[src/rtl/wdt_pkg.sv]
package wdt_pkg;

    typedef struct packed {
        logic reset_req;
        logic wake;
        logic ok;
    } wdt_out_t;

endpackage

[src/rtl/wdt_prescaler.sv]
module wdt_prescaler #(
    parameter int SEL_W = 3,
    localparam int PRE_W = (1 << SEL_W) - 1
) (
    input  logic             clk,
    input  logic             rst_n,
    input  logic             en,
    input  logic             tick,
    input  logic             restart,
    input  logic             assigned,
    input  logic [SEL_W-1:0] sel,
    output logic             advance
);

    typedef struct packed {
        logic [PRE_W-1:0] cnt;
    } pre_state_t;

    pre_state_t       st_d, st_q;
    logic [PRE_W-1:0] mask;

    always_comb begin
        for (int i = 0; i < PRE_W; i++) begin
            mask[i] = (i < int'(sel));
        end
        st_d    = st_q;
        advance = 1'b0;
        if (!en || restart) begin
            st_d.cnt = '0;
        end else if (!assigned) begin
            st_d.cnt = '0;
            advance  = tick;
        end else if (tick) begin
            if (st_q.cnt >= mask) begin
                st_d.cnt = '0;
                advance  = 1'b1;
            end else begin
                st_d.cnt = st_q.cnt + 1'b1;
            end
        end
    end

    always_ff @(posedge clk or negedge rst_n) begin
        if (!rst_n) st_q <= '0;
        else        st_q <= st_d;
    end

    // a restart command leaves the prescaler at zero
    assert_pre_restart_R4: assert property (@(posedge clk) disable iff (!rst_n)
        restart |=> st_q.cnt == '0);

    // a disabled watchdog keeps its prescaler empty
    assert_pre_idle_R9: assert property (@(posedge clk) disable iff (!rst_n)
        !en |=> st_q.cnt == '0);

endmodule

[src/rtl/wdt_base_counter.sv]
module wdt_base_counter #(
    parameter int BASE_PERIOD = 18,
    localparam int CNT_W = $clog2(BASE_PERIOD + 1)
) (
    input  logic clk,
    input  logic rst_n,
    input  logic en,
    input  logic restart,
    input  logic advance,
    output logic expire
);

    localparam logic [CNT_W-1:0] LAST = CNT_W'(BASE_PERIOD - 1);

    typedef struct packed {
        logic [CNT_W-1:0] cnt;
    } base_state_t;

    base_state_t st_d, st_q;

    always_comb begin
        st_d   = st_q;
        expire = 1'b0;
        if (!en || restart) begin
            st_d.cnt = '0;
        end else if (advance) begin
            if (st_q.cnt == LAST) begin
                st_d.cnt = '0;
                expire   = 1'b1;
            end else begin
                st_d.cnt = st_q.cnt + 1'b1;
            end
        end
    end

    always_ff @(posedge clk or negedge rst_n) begin
        if (!rst_n) st_q <= '0;
        else        st_q <= st_d;
    end

    // the count never reaches the period itself
    assert_cnt_range_R2: assert property (@(posedge clk) disable iff (!rst_n)
        st_q.cnt < CNT_W'(BASE_PERIOD));

    // restart (clear or sleep) zeroes the watchdog count
    assert_cnt_restart_R5: assert property (@(posedge clk) disable iff (!rst_n)
        restart |=> st_q.cnt == '0);

    // no advance, no change in the count
    assert_cnt_hold_R10: assert property (@(posedge clk) disable iff (!rst_n)
        (en && !restart && !advance) |=> $stable(st_q.cnt));

endmodule

[src/rtl/wdt_top.sv]
module wdt_top #(
    parameter int BASE_PERIOD = 18,
    parameter int SEL_W = 3
) (
    input  logic             clk,
    input  logic             rst_n,
    input  logic             wdt_tick,
    input  logic             cfg_wdt_en,
    input  logic             pre_assign,
    input  logic [SEL_W-1:0] pre_sel,
    input  logic             clr_cmd,
    input  logic             sleep_cmd,
    input  logic             core_asleep,
    output logic             wdt_reset_req,
    output logic             wdt_wake,
    output logic             wdt_ok
);
    import wdt_pkg::*;

    initial begin
        if (BASE_PERIOD < 2) $error("BASE_PERIOD must be at least 2");
    end

    logic     restart;
    logic     advance;
    logic     expire;
    wdt_out_t out_d, out_q;

    assign restart = clr_cmd | sleep_cmd;

    wdt_prescaler #(.SEL_W(SEL_W)) u_pre (
        .clk      (clk),
        .rst_n    (rst_n),
        .en       (cfg_wdt_en),
        .tick     (wdt_tick),
        .restart  (restart),
        .assigned (pre_assign),
        .sel      (pre_sel),
        .advance  (advance)
    );

    wdt_base_counter #(.BASE_PERIOD(BASE_PERIOD)) u_base (
        .clk     (clk),
        .rst_n   (rst_n),
        .en      (cfg_wdt_en),
        .restart (restart),
        .advance (advance),
        .expire  (expire)
    );

    always_comb begin
        out_d           = out_q;
        out_d.reset_req = expire;
        out_d.wake      = expire & core_asleep;
        if (restart)     out_d.ok = 1'b1;
        else if (expire) out_d.ok = 1'b0;
    end

    always_ff @(posedge clk or negedge rst_n) begin
        if (!rst_n) out_q <= '{reset_req: 1'b0, wake: 1'b0, ok: 1'b1};
        else        out_q <= out_d;
    end

    assign wdt_reset_req = out_q.reset_req;
    assign wdt_wake      = out_q.wake;
    assign wdt_ok        = out_q.ok;

    // a time-out request lasts a single cycle
    assert_single_pulse_R7: assert property (@(posedge clk) disable iff (!rst_n)
        wdt_reset_req |=> !wdt_reset_req);

    // a wake event only comes with a reset request
    assert_wake_with_req_R6: assert property (@(posedge clk) disable iff (!rst_n)
        wdt_wake |-> wdt_reset_req);

    // a time-out leaves the status flag low
    assert_status_low_R8: assert property (@(posedge clk) disable iff (!rst_n)
        wdt_reset_req |-> !wdt_ok);

    // clear or sleep sets the status flag and suppresses a time-out
    assert_restart_ok_R4: assert property (@(posedge clk) disable iff (!rst_n)
        restart |=> (wdt_ok && !wdt_reset_req));

    // no time-out follows a disabled cycle
    assert_disabled_quiet_R9: assert property (@(posedge clk) disable iff (!rst_n)
        !cfg_wdt_en |=> !wdt_reset_req);

endmodule

[config.mk]
export PLATFORM = sky130hd
export DESIGN_NAME = wdt_top
export DESIGN_NICKNAME = d
export VERILOG_FILES = /design/src/rtl/wdt_pkg.sv /design/src/rtl/wdt_prescaler.sv /design/src/rtl/wdt_base_counter.sv /design/src/rtl/wdt_top.sv
export SDC_FILE = /design/constraint.sdc
export NUM_CORES = 1
export LEC_CHECK = 0
export BUFFER_PORTS_ARGS = -buffer_cell sky130_fd_sc_hd__clkbuf_2
export CAP_MARGIN = 0
export CORE_AREA = 5 5 67 75
export DETAILED_ROUTE_END_ITERATION = 7
export DIE_AREA = 0 0 72 80
export GPL_TIMING_DRIVEN = 0
export PLACE_DENSITY = 0.47
export RECOVER_POWER = 50
export SYNTH_ARGS = -nofsm -noshare
export SYNTH_HDL_FRONTEND = slang
export SYNTH_SLANG_ARGS = --single-unit
[constraint.sdc]
create_clock -name clk -period 3.7 [get_ports clk]
set_input_delay 0.37 -clock clk [delete_from_list [all_inputs] [get_ports clk]]
set_output_delay 0.37 -clock clk [all_outputs]
set_load 0.005 [all_outputs]
## Word-level counts from Yosys, hierarchy flattened

Index checks and enable logic that the tools add are counted.

- Add/subtract/negate cells: 2
- Magnitude comparators: 8
- Bitwise operators: 2
- Equal/unequal tests: 2
- Muxes and demuxes: 16
- Reductions and logical operators: 4

Operators by type and width:

| operator | count |
|---|---|
| 7-bit 2-to-1 mux | 4 |
| 5-bit 2-to-1 mux | 3 |
| 3-bit less-than comparator, first input constant | 3 |
| 1-bit 2-to-1 mux | 9 |
| 7-bit by 1-bit adder with 7-bit output, second input constant | 1 |
| 7-bit greater-or-equal comparator | 1 |
| 1-bit by 3-bit less-than comparator with 1-bit output, first input constant | 2 |
| 2-bit by 3-bit less-than comparator with 1-bit output, first input constant | 2 |
| 5-bit by 1-bit adder with 5-bit output, second input constant | 1 |
| 5-bit equality test, second input constant | 1 |
| 2-bit nonzero test | 2 |
| 3-bit by 2-bit != test with 1-bit output, second input constant | 1 |
| 1-bit bitwise AND | 1 |
| 1-bit zero test | 1 |
| 1-bit logical OR | 1 |
| 1-bit OR | 1 |

- Flip-flop bits (word level): 15
- Output and inout port bits: 3
- Input port bits: 11

## Logic depth before layout (Yosys ltp)

Gate-level depths: netlist (run 1).

- Depth after elaboration: 10
- Mapped depth: 8

## Hierarchy

From an unflattened synthesis (run 1), not the netlist that was laid out.

- Cell total of the unflattened synthesis: 105
- Area total of the unflattened synthesis: 993.5 sq um

By module, submodules not included:

| module | area each (sq um) | times used | cells an instance |
|---|---|---|---|
| wdt_prescaler | 578.1 | 1 | 65 |
| wdt_base_counter | 312.8 | 1 | 33 |
| wdt_top | 102.6 | 1 | 7 |

## Worst setup path after synthesis (run 1)

Ideal clock, no wire load.

- Kind: input to register
- From: in pre_sel[1]
- To: reg u_pre.st_q[5] in the netlist's numbering
- Path slack: 1625 ps
- Library setup time: 83 ps
- Arrival time: 1992 ps
- Stages: 8
- Cells stage by stage: or3_1 > ha_1 > nand2b_1 > a211o_1 > a21oi_4 > buf_6 > a31oi_1 > o22ai_1

- Cells in the longest elaborated chain, start to end: 6
- Elaborated cells on any way between the ends: 12
- Those cells by class: 8 x order compare; 4 x mux

RTL lines:

| what | RTL line | source |
|---|---|---|
| from (decl) | wdt_top.sv:10 | `input logic [SEL_W-1:0] pre_sel,` |
| 1-bit by 3-bit less-than comparator with 1-bit output (tied with other cells) | wdt_prescaler.sv:24 | `mask[i] = (i < int'(sel));` |
| 7-bit greater-or-equal comparator * | wdt_prescaler.sv:34 | `if (st_q.cnt >= mask) begin` |
| 7-bit 2-to-1 mux * | wdt_prescaler.sv:34 |  |
| 7-bit 2-to-1 mux * | wdt_prescaler.sv:33 | `end else if (tick) begin` |
| 7-bit 2-to-1 mux * | wdt_prescaler.sv:30 | `end else if (!assigned) begin` |
| 7-bit 2-to-1 mux * | wdt_prescaler.sv:28 | `if (!en \|\| restart) begin` |
| to (signal assigned) | wdt_prescaler.sv:45 | `else st_q <= st_d;` |
| to (decl) | wdt_prescaler.sv:19 | `pre_state_t st_d, st_q;` |

Mark *: on every way between the ends. The rest lies on a longest branch, timed or not. The select of a mux whose other input is x is not followed.
A chain may end at the register's enable or synchronous reset.

## Worst setup path after layout (run 1)

- From: in pre_sel[1]
- To: reg u_pre.st_q[2] in the netlist's numbering

Same word-level chain as after synthesis.

==> results.md, run 1 <==
* Count of final setup violators at 0
* Syn. warnings at 0
* Mean Syn Cell Area at between 9 and 10 um2
* Net Count, Synth at about 130
* GRT overflow at 0
* Vias in the first global route at 954
* Area grow syn2layout at 17.7%
* CP bufs+invs at 1
* Die height at 80 um
* Max Freq at 462 MHz
* Status: completed
* Worst skew pair latency at about 0.24 ns
* WP data required at 3.87 ns
* Fin util at roughly 28%
* Routed Antenna Nets at 0
* HPWL after DPL at 1880 um
* Hold-fix buffers, CTS at 0
* Clock-pin slew on the worst setup and hold paths at about 0.06 ns
* DRC viols at 0
* Synth area leaders: dfrtp_1 35%, ha_1 13%, a31oi_1 3.8%
* Share of layout cells above drive strength 1 at between 10% and 20%
* Ys async rst share at 100%
* Core area at 4190 um2
* Final #Nets at between 100 and 150
* Worst EP arrival at about 2.3 ns
* Critical path's slowest cell: or3_1
* Resize count post-CTS at 0
* Top FF cell, synth: dfrtp_1
* Antenna diodes at 0
* Slew @ Worst Pin at between 0.8 and 0.9 ns
* Power Dens Cells at between 200 and 300 nW/um2
* CP max stage delay at about 0.38 ns
* Critical path, cell by cell: clkbuf_2 > or3_1 > ha_1 > nand2b_1 > a211o_1 > a21oi_4 > nand3_1 > o22ai_1
* RSZ-0062 raised after global routing: no
* Vias per cell at slightly below 5
* Tcrit/Tclk final at roughly three fifths
* DIE WIDTH at just over 70 um
* Max-slew violations at 0
* Worst slew margin at 44.8%
* I/O Pins at 14
* Max FO, Critical Path at 7
* Final-report hold violation count at 0
* Top-count cell post-synth: dfrtp_1
* WL final at between 2000 and 2500 um
* Sequential element share of the synthesized area at a little under two fifths
* Bufs on Longest Clock Path at 2
* TritonCTS sink count at 15
* Post-synth EDFFs at 0
* Root buffer cell: clkbuf_8
* Max-Cap Viols at 0
* Largest net degree at the start of global routing at 16
* Initial antenna violation count at 0
* Footprint of the multi-input gates at between 500 and 600 um2
* CTS buffer count at 3
* Initial Util at about a quarter
* Min Tclk post-route at about 2.2 ns
* Register bit total from synthesis at 15
* Synth cell types at 34
* LEAKAGE at 0.499 nW
* Vias post-DR at 885
* Placer Congestion at between 0.8 and 0.9
* Peak supply drop at roughly 0.00012 V
* Register Area at between 300 and 400 um2
* Starting DRT DRC Count at 20
* Post-synth top cells: 14 x dfrtp_1, 10 x ha_1, 9 x inv_1
* GRT Resource Usage Total at a little over 9%
* Routed len/inst at approximately 13 um
* Power Total at around 330 uW
* Cell family with most CP delay: compound AO/OA/AOI/OAI gates
* Cell Area, Synth at roughly 1000 um2
* Filler Cell Count at 475
* Area leader, netlist: dfrtp_1
* CP endpoint kind: register
* WS Path Type: primary input to register
* Htree depth at 1
* Full die area at about 5800 um2
* HP Class: primary input to asynchronous set/reset pin
* Mapped Cells at 110
* Worst Skew at approximately 0.0075 ns
* CTS tree: done
* Cell Rows at 25
* Worst Setup Start Kind: primary input
* Yosys top cell area share at 35.1%
* Fin Setup TNS at 0 ns
* Post-CTS Setup Bufs at 0
* Number of port buffers at 13
* 1st-pass router iterations at 4
* First-pass GRT wire length at approximately 4300 um
-- stage by stage --
step / hold WS [ns] / std cells / setup WS, ns / cell area (um2)
2_1_floorplan: 0.0744 / 110 / 1.63 / 997
6_report: 0.196 / 181 / 1.54 / 1170
4_1_cts: 0.0411 / 181 / 1.51 / 1180
3_5_place_dp: 0.311 / 177 / 1.27 / 1130
3_3_place_gp: 0.306 / 177 / 1.30 / 1130
5_1_grt: 0.269 / 181 / 1.38 / 1170
-- final cells by class --
type,instances,share of cell area [%]
plain buffers,3,1.60
clock buffers,3,3.52
clock inverters,1,0.426
inverters,9,2.88
multi-input cells,83,48.4
flip-flops and latches,15,32.1
well taps,54,5.76
repair buffers,13,5.33
-- power breakdown --
part / leakage [nW] / total [mW] / internal (mW) / switching (mW)
clock network: 0.0255 / 0.129 / 0.0744 / 0.0551
registers: 0.206 / 0.165 / 0.165 / 0.000743
logic: 0.268 / 0.0368 / 0.0133 / 0.0236
total: 0.499 / 0.332 / 0.252 / 0.0794
-- flip-flops by register name, summed over array words and instances (netlist names) --
register,flops
wdt_ok,1
wdt_reset_req,1
u_base.st_q,5
wdt_wake,1
u_pre.st_q,7
-- cell families (layout without fill, tap and decap cells) --
group	after synthesis	in the layout	share of synthesized area (%)
buffers and inverters	12	29	5.27
flip-flops	15	15	37.8
AND/OR/NAND/NOR	44	44	25.1
adder cells (fa/ha/maj)	10	10	12.5
AO/OA/AOI/OAI	29	29	19.3
-- routing by layer --
metal  GRT usage (%)  vias to the layer above  wire [um]
met1            11.2                      428       1030
met4            1.69                        0          0
met3            1.76                        0         87
li1                -                      446          -
met5               0                        -          0
met2            16.5                       11       1220
-- path summary, 6_finish.rpt --
kind,start,to,slack (ns),cells after the start
max,pre_sel[1],u_pre.st_q[2],1.54,8
min,rst_n,u_base.st_q[1],0.20,1
max reg2reg,u_pre.st_q[0],u_pre.st_q[2],1.68,7
min reg2reg,u_base.st_q[4],u_base.st_q[4],0.48,1
max in group asynchronous,rst_n,u_pre.st_q[4],2.99,1
min in group clk,core_asleep,wdt_wake,0.39,2
-- worst register-to-register path, cell delays in order (launching register included) --
cell	delay [ns]
dfrtp_1	0.42
inv_1	0.07
ha_1	0.28
nand2b_1	0.14
a211o_1	0.33
a21oi_4	0.26
nand3_1	0.23
o22ai_1	0.22
-- cell usage in the layout (no fill, tap or decap), types with 2 or more instances in the layout --
master,n
a31oi_1,6
o21ai_1,5
nand3_1,6
ha_1,10
nand4_1,3
clkbuf_8,3
nor2_1,5
o22ai_1,4
clkbuf_1,4
clkbuf_2,11
nand2_1,8
o41ai_1,2
o21ai_0,2
or3_1,3
nor3_1,3
a21oi_1,4
dfrtp_1,14
nand2b_1,4
nor2b_1,2
and3_1,3
inv_1,9
Note: power is estimated with default switching activity, not from simulation.
==> run 2, diff against run 1 <==
--- a/config.mk
+++ b/config.mk
@@ -5,11 +5,12 @@
 export SDC_FILE = /design/constraint.sdc
 export NUM_CORES = 1
 export LEC_CHECK = 0
+export ABC_AREA = 1
 export BUFFER_PORTS_ARGS = -buffer_cell sky130_fd_sc_hd__clkbuf_2
 export CAP_MARGIN = 0
-export CORE_AREA = 5 5 67 75
+export CORE_AREA = 5 5 71 79
 export DETAILED_ROUTE_END_ITERATION = 7
-export DIE_AREA = 0 0 72 80
+export DIE_AREA = 0 0 76 84
 export GPL_TIMING_DRIVEN = 0
 export PLACE_DENSITY = 0.47
 export RECOVER_POWER = 50
==> constraint.sdc (replaced) <==
create_clock -name clk -period 2.21 [get_ports clk]
set_input_delay 0.221 -clock clk [delete_from_list [all_inputs] [get_ports clk]]
set_output_delay 0.221 -clock clk [all_outputs]
set_load 0.005 [all_outputs]
==> results.md, run 2 <==
* Status: completed
* Reg2reg path depth at 8 (+1)
* Register bit total from synthesis at 15 (unchanged)
* Most common cell after layout, fill and taps aside: nand2_1
* Worst skew pair latency at 0.25 ns (about the same)
* Critical path's slowest cell: dfrtp_1
* Count of final setup violators at 0 (unchanged)
* TritonCTS sink count at 15 (unchanged)
* Crit path depth at 8 (unchanged)
* Share of total power in the clock network at 40.1% (+1.1 points)
* Post-synth top cells: 31 x nand2_1, 15 x inv_1, 14 x dfrtp_1
* Vias in the first global route at 920 (-3.6%)
* GRT overflow at 0 (unchanged)
* Area leader, netlist: dfrtp_1
* Placer Congestion at 0.724 (-16%)
* Initial antenna violation count at 0 (unchanged)
* RR Endpoint: u_base.st_q[3]
* HPWL after DPL at 1680 um (-11%)
* Critical path, cell by cell: ha_1 > nand2_1 > nor2_1 > nand2_1 > nand2_4 > nand2_4 > nand3_1 > nand2_1
* CTS tree: done
* 1st-pass router iterations at 6 (+2)
* LEAKAGE at 0.692 nW (+39%)
* Routed Antenna Nets at 0 (unchanged)
* Root buffer cell: clkbuf_8
* DIE WIDTH at 76 um (+5.6%)
* Post-CTS Setup Bufs at 0 (unchanged)
* HP Class: primary input to register
* Number of port buffers at 12 (-1)
* Net Count, Synth at 157 (+20%)
* CP bufs+invs at 0 (-1)
* Die height at 84 um (+5.0%)
* Worst Setup Start Kind: register
* Sequential Power Share at 48.1% (-1.8 points)
* Worst setup startpoint: u_pre.st_q[5]
* Final-report hold violation count at 0 (unchanged)
* Htree depth at 1 (unchanged)
* DRC viols at 0 (unchanged)
* Placed instance count at 206 (+16%)
* Post-Place Cell Area at 1260 um2 (+12%)
* Max FFs per register at 7 (unchanged)
* Largest net degree at the start of global routing at 16 (unchanged)
* Register with the most flip-flops: u_pre.st_q
* Peak supply drop at 0.000297 V (+140%)
* Top FF cell, synth: dfrtp_1
* Minimum hold slack at 0.157 ns (-0.0391 ns)
* Slew @ Worst Pin at 0.863 ns (+0.0349 ns)
* Area grow syn2layout at 16.5%
* I/O Pins at 14 (unchanged)
* Mapped Cells at 136 (+24%)
* Fin Setup TNS at 0 ns (unchanged)
* Antenna diodes at 0 (unchanged)
* Synth cell types at 27 (-21%)
* CTS buffer count at 3 (unchanged)
* Yosys top cell area share at 31.1% (-4.1 points)
* Setup WS post-layout at 0.693 ns (-0.844 ns)
* Starting DRT DRC Count at 31 (+55%)
* Cell family with most CP delay: simple AND/OR/NAND/NOR gates
* Register Area at 377 um2 (unchanged)
* Clock-pin slew on the worst setup and hold paths at 0.06 ns (about the same)
* Routed len/inst at 10.2 um (-21%)
* Power Dens Cells at 438 nW/um2 (+55%)
* WL final at 2150 um (-8.0%)
* Cell Area, Synth at 1130 um2 (+13%)
* Multiplexer share of the synthesized area at 0% (unchanged)
* Reg2reg start: u_pre.st_q[5]
* Full die area at 6380 um2 (+11%)
* Filler Cell Count at 533 (+12%)
* Main combinational cell family by area after synthesis: simple AND/OR/NAND/NOR gates
* Tcrit/Tclk final at approximately 69%
* Fin cells at 211 (+17%)
* CP max stage delay at 0.44 ns (+0.06 ns)
* Post-Synth XOR/XNOR Area at 3.11% (+3.1 points)
* Sw frac at 25.7% (+1.8 points)
* Power Total at 575 uW (+73%)
* CP most frequent cell: nand2_1
* Psw at 148 uW (+86%)
* Largest regs: u_pre.st_q x7, u_base.st_q x5
* Design Area, Final at 1310 um2 (+12%)
* Top-count cell post-synth: nand2_1
* WS Path Type: register to register
* Max-Cap Viols at 0 (unchanged)
* Share of layout cells above drive strength 1 at 28.1% (+12 points)
* Vias post-DR at 877 (-0.90%)
* Post-synth EDFFs at 0 (unchanged)
* Vias per cell at 4.16 (-15%)
* Post-place setup slack at 0.576 ns (-0.691 ns)
* Worst EP arrival at 1.66 ns (-0.67 ns)
* Syn. warnings at 0 (unchanged)
* Min Tclk post-route at between 1.5 and 2 ns
* Critical Path End: u_base.st_q[3]
* Core area at 4830 um2 (+15%)
* Max-slew violations at 0 (unchanged)
* GRT Resource Usage Total at 7.42% (-1.7 points)
* Worst Skew at 0.00108 ns (-0.00639 ns)
* Cell Rows at 27 (+8.0%)
* Max FO, Critical Path at 8 (+1)
* P_int at 427 uW (+69%)
* Synth area leaders: dfrtp_1 31%, ha_1 11%, nand2_1 10%
* Mean Syn Cell Area at 8.29 um2 (-8.6%)
* RSZ-0062 raised after global routing: no
* WP data required at 2.35 ns (-1.52 ns)
* Comb power frac at 11.8% (+0.7 points)
* Footprint of the multi-input gates at 654 um2 (+15%)
* First-pass GRT wire length at 3980 um (-6.9%)
* Commonest cells after routing, fill and taps aside: 31 x nand2_1, 15 x inv_1, 14 x dfrtp_1
* Final #Nets at 175 (+17%)
* Worst slew margin at 42.4% (-2.3 points)
* CP endpoint kind: register
* Compound-cell area share of the yosys netlist at 5.55% (-14 points)
* Post-Synth Adder-Cell Area at 11.1% (-1.4 points)
* Fin util at 27.2% (-0.81 points)
* Bufs on Longest Clock Path at 2 (unchanged)
* Max Freq at roughly 660 MHz
* Initial Util at 23.3% (-0.46 points)
* R2R Setup Slk at 0.69 ns (-0.99 ns)
* Sequential element share of the synthesized area at 33.4% (-4.4 points)
* Ys async rst share at 100% (unchanged)
* Post-Synth Simple-Gate Area at 38.3% (+13 points)
## run 2: cells by family after synthesis
kind of cell,Yosys count
adder cells (fa/ha/maj),10
buffers and inverters,21
AND/OR/NAND/NOR,77
flip-flops,15
XOR/XNOR,4
AO/OA/AOI/OAI,9
## run 2: power by group through the flow
stage,Combinational (mW),Sequential [mW],Clock (mW)
after floorplan,0.0433,0.281,0
after global placement,0.0688,0.282,0
after detailed placement,0.0684,0.282,0
after CTS,0.0699,0.276,0.241
after global routing,0.0786,0.276,0.255
final,0.0681,0.277,0.230
## run 2: worst reg2reg max path, cell delays in order (launching register included)
cell     delay, ns
dfrtp_1       0.44
ha_1          0.31
nand2_1       0.08
nor2_1        0.11
nand2_1       0.13
nand2_4       0.16
nand2_4       0.08
nand3_1       0.07
nand2_1       0.05
## run 2: worst min path at each step
| stage | start | to | slack (ns) | cells past startpoint |
|---|---|---|---|---|
| final | core_asleep | wdt_wake | 0.16 | 3 |
| after global routing | core_asleep | wdt_wake | 0.16 | 3 |
| after CTS | core_asleep | wdt_wake | 0.15 | 3 |
| after detailed placement | rst_n | u_base.st_q[4] | 0.17 | 1 |
| after global placement | rst_n | u_base.st_q[4] | 0.17 | 1 |
| after floorplan | rst_n | u_base.st_q[0] | -0.07 | 0 |
## run 2: layout make-up
class                           instances  area share [%]
Buffer                                  1           0.857
Inverter                               20            6.48
Clock buffer                            4            3.43
Tap cell                               58            5.52
Multi-Input combinational cell        100            49.8
Sequential cell                        15            28.7
Timing Repair Buffer                   13            5.24
## run 2: what timing repair did
item,4_1_cts,5_1_grt
endpoints found under the hold margin,14,0
setup endpoints to repair,0,0
hold buffers,1,0
resized for setup,0,0
## run 2: routing by layer
layer / wire length (um) / vias up / track usage [%]
met1: 1090 / 389 / 9.44
met4: 8 / 0 / 0.485
li1: - / 473 / -
met5: 0 / - / 0
met3: 77 / 2 / 2.70
met2: 977 / 13 / 12.5
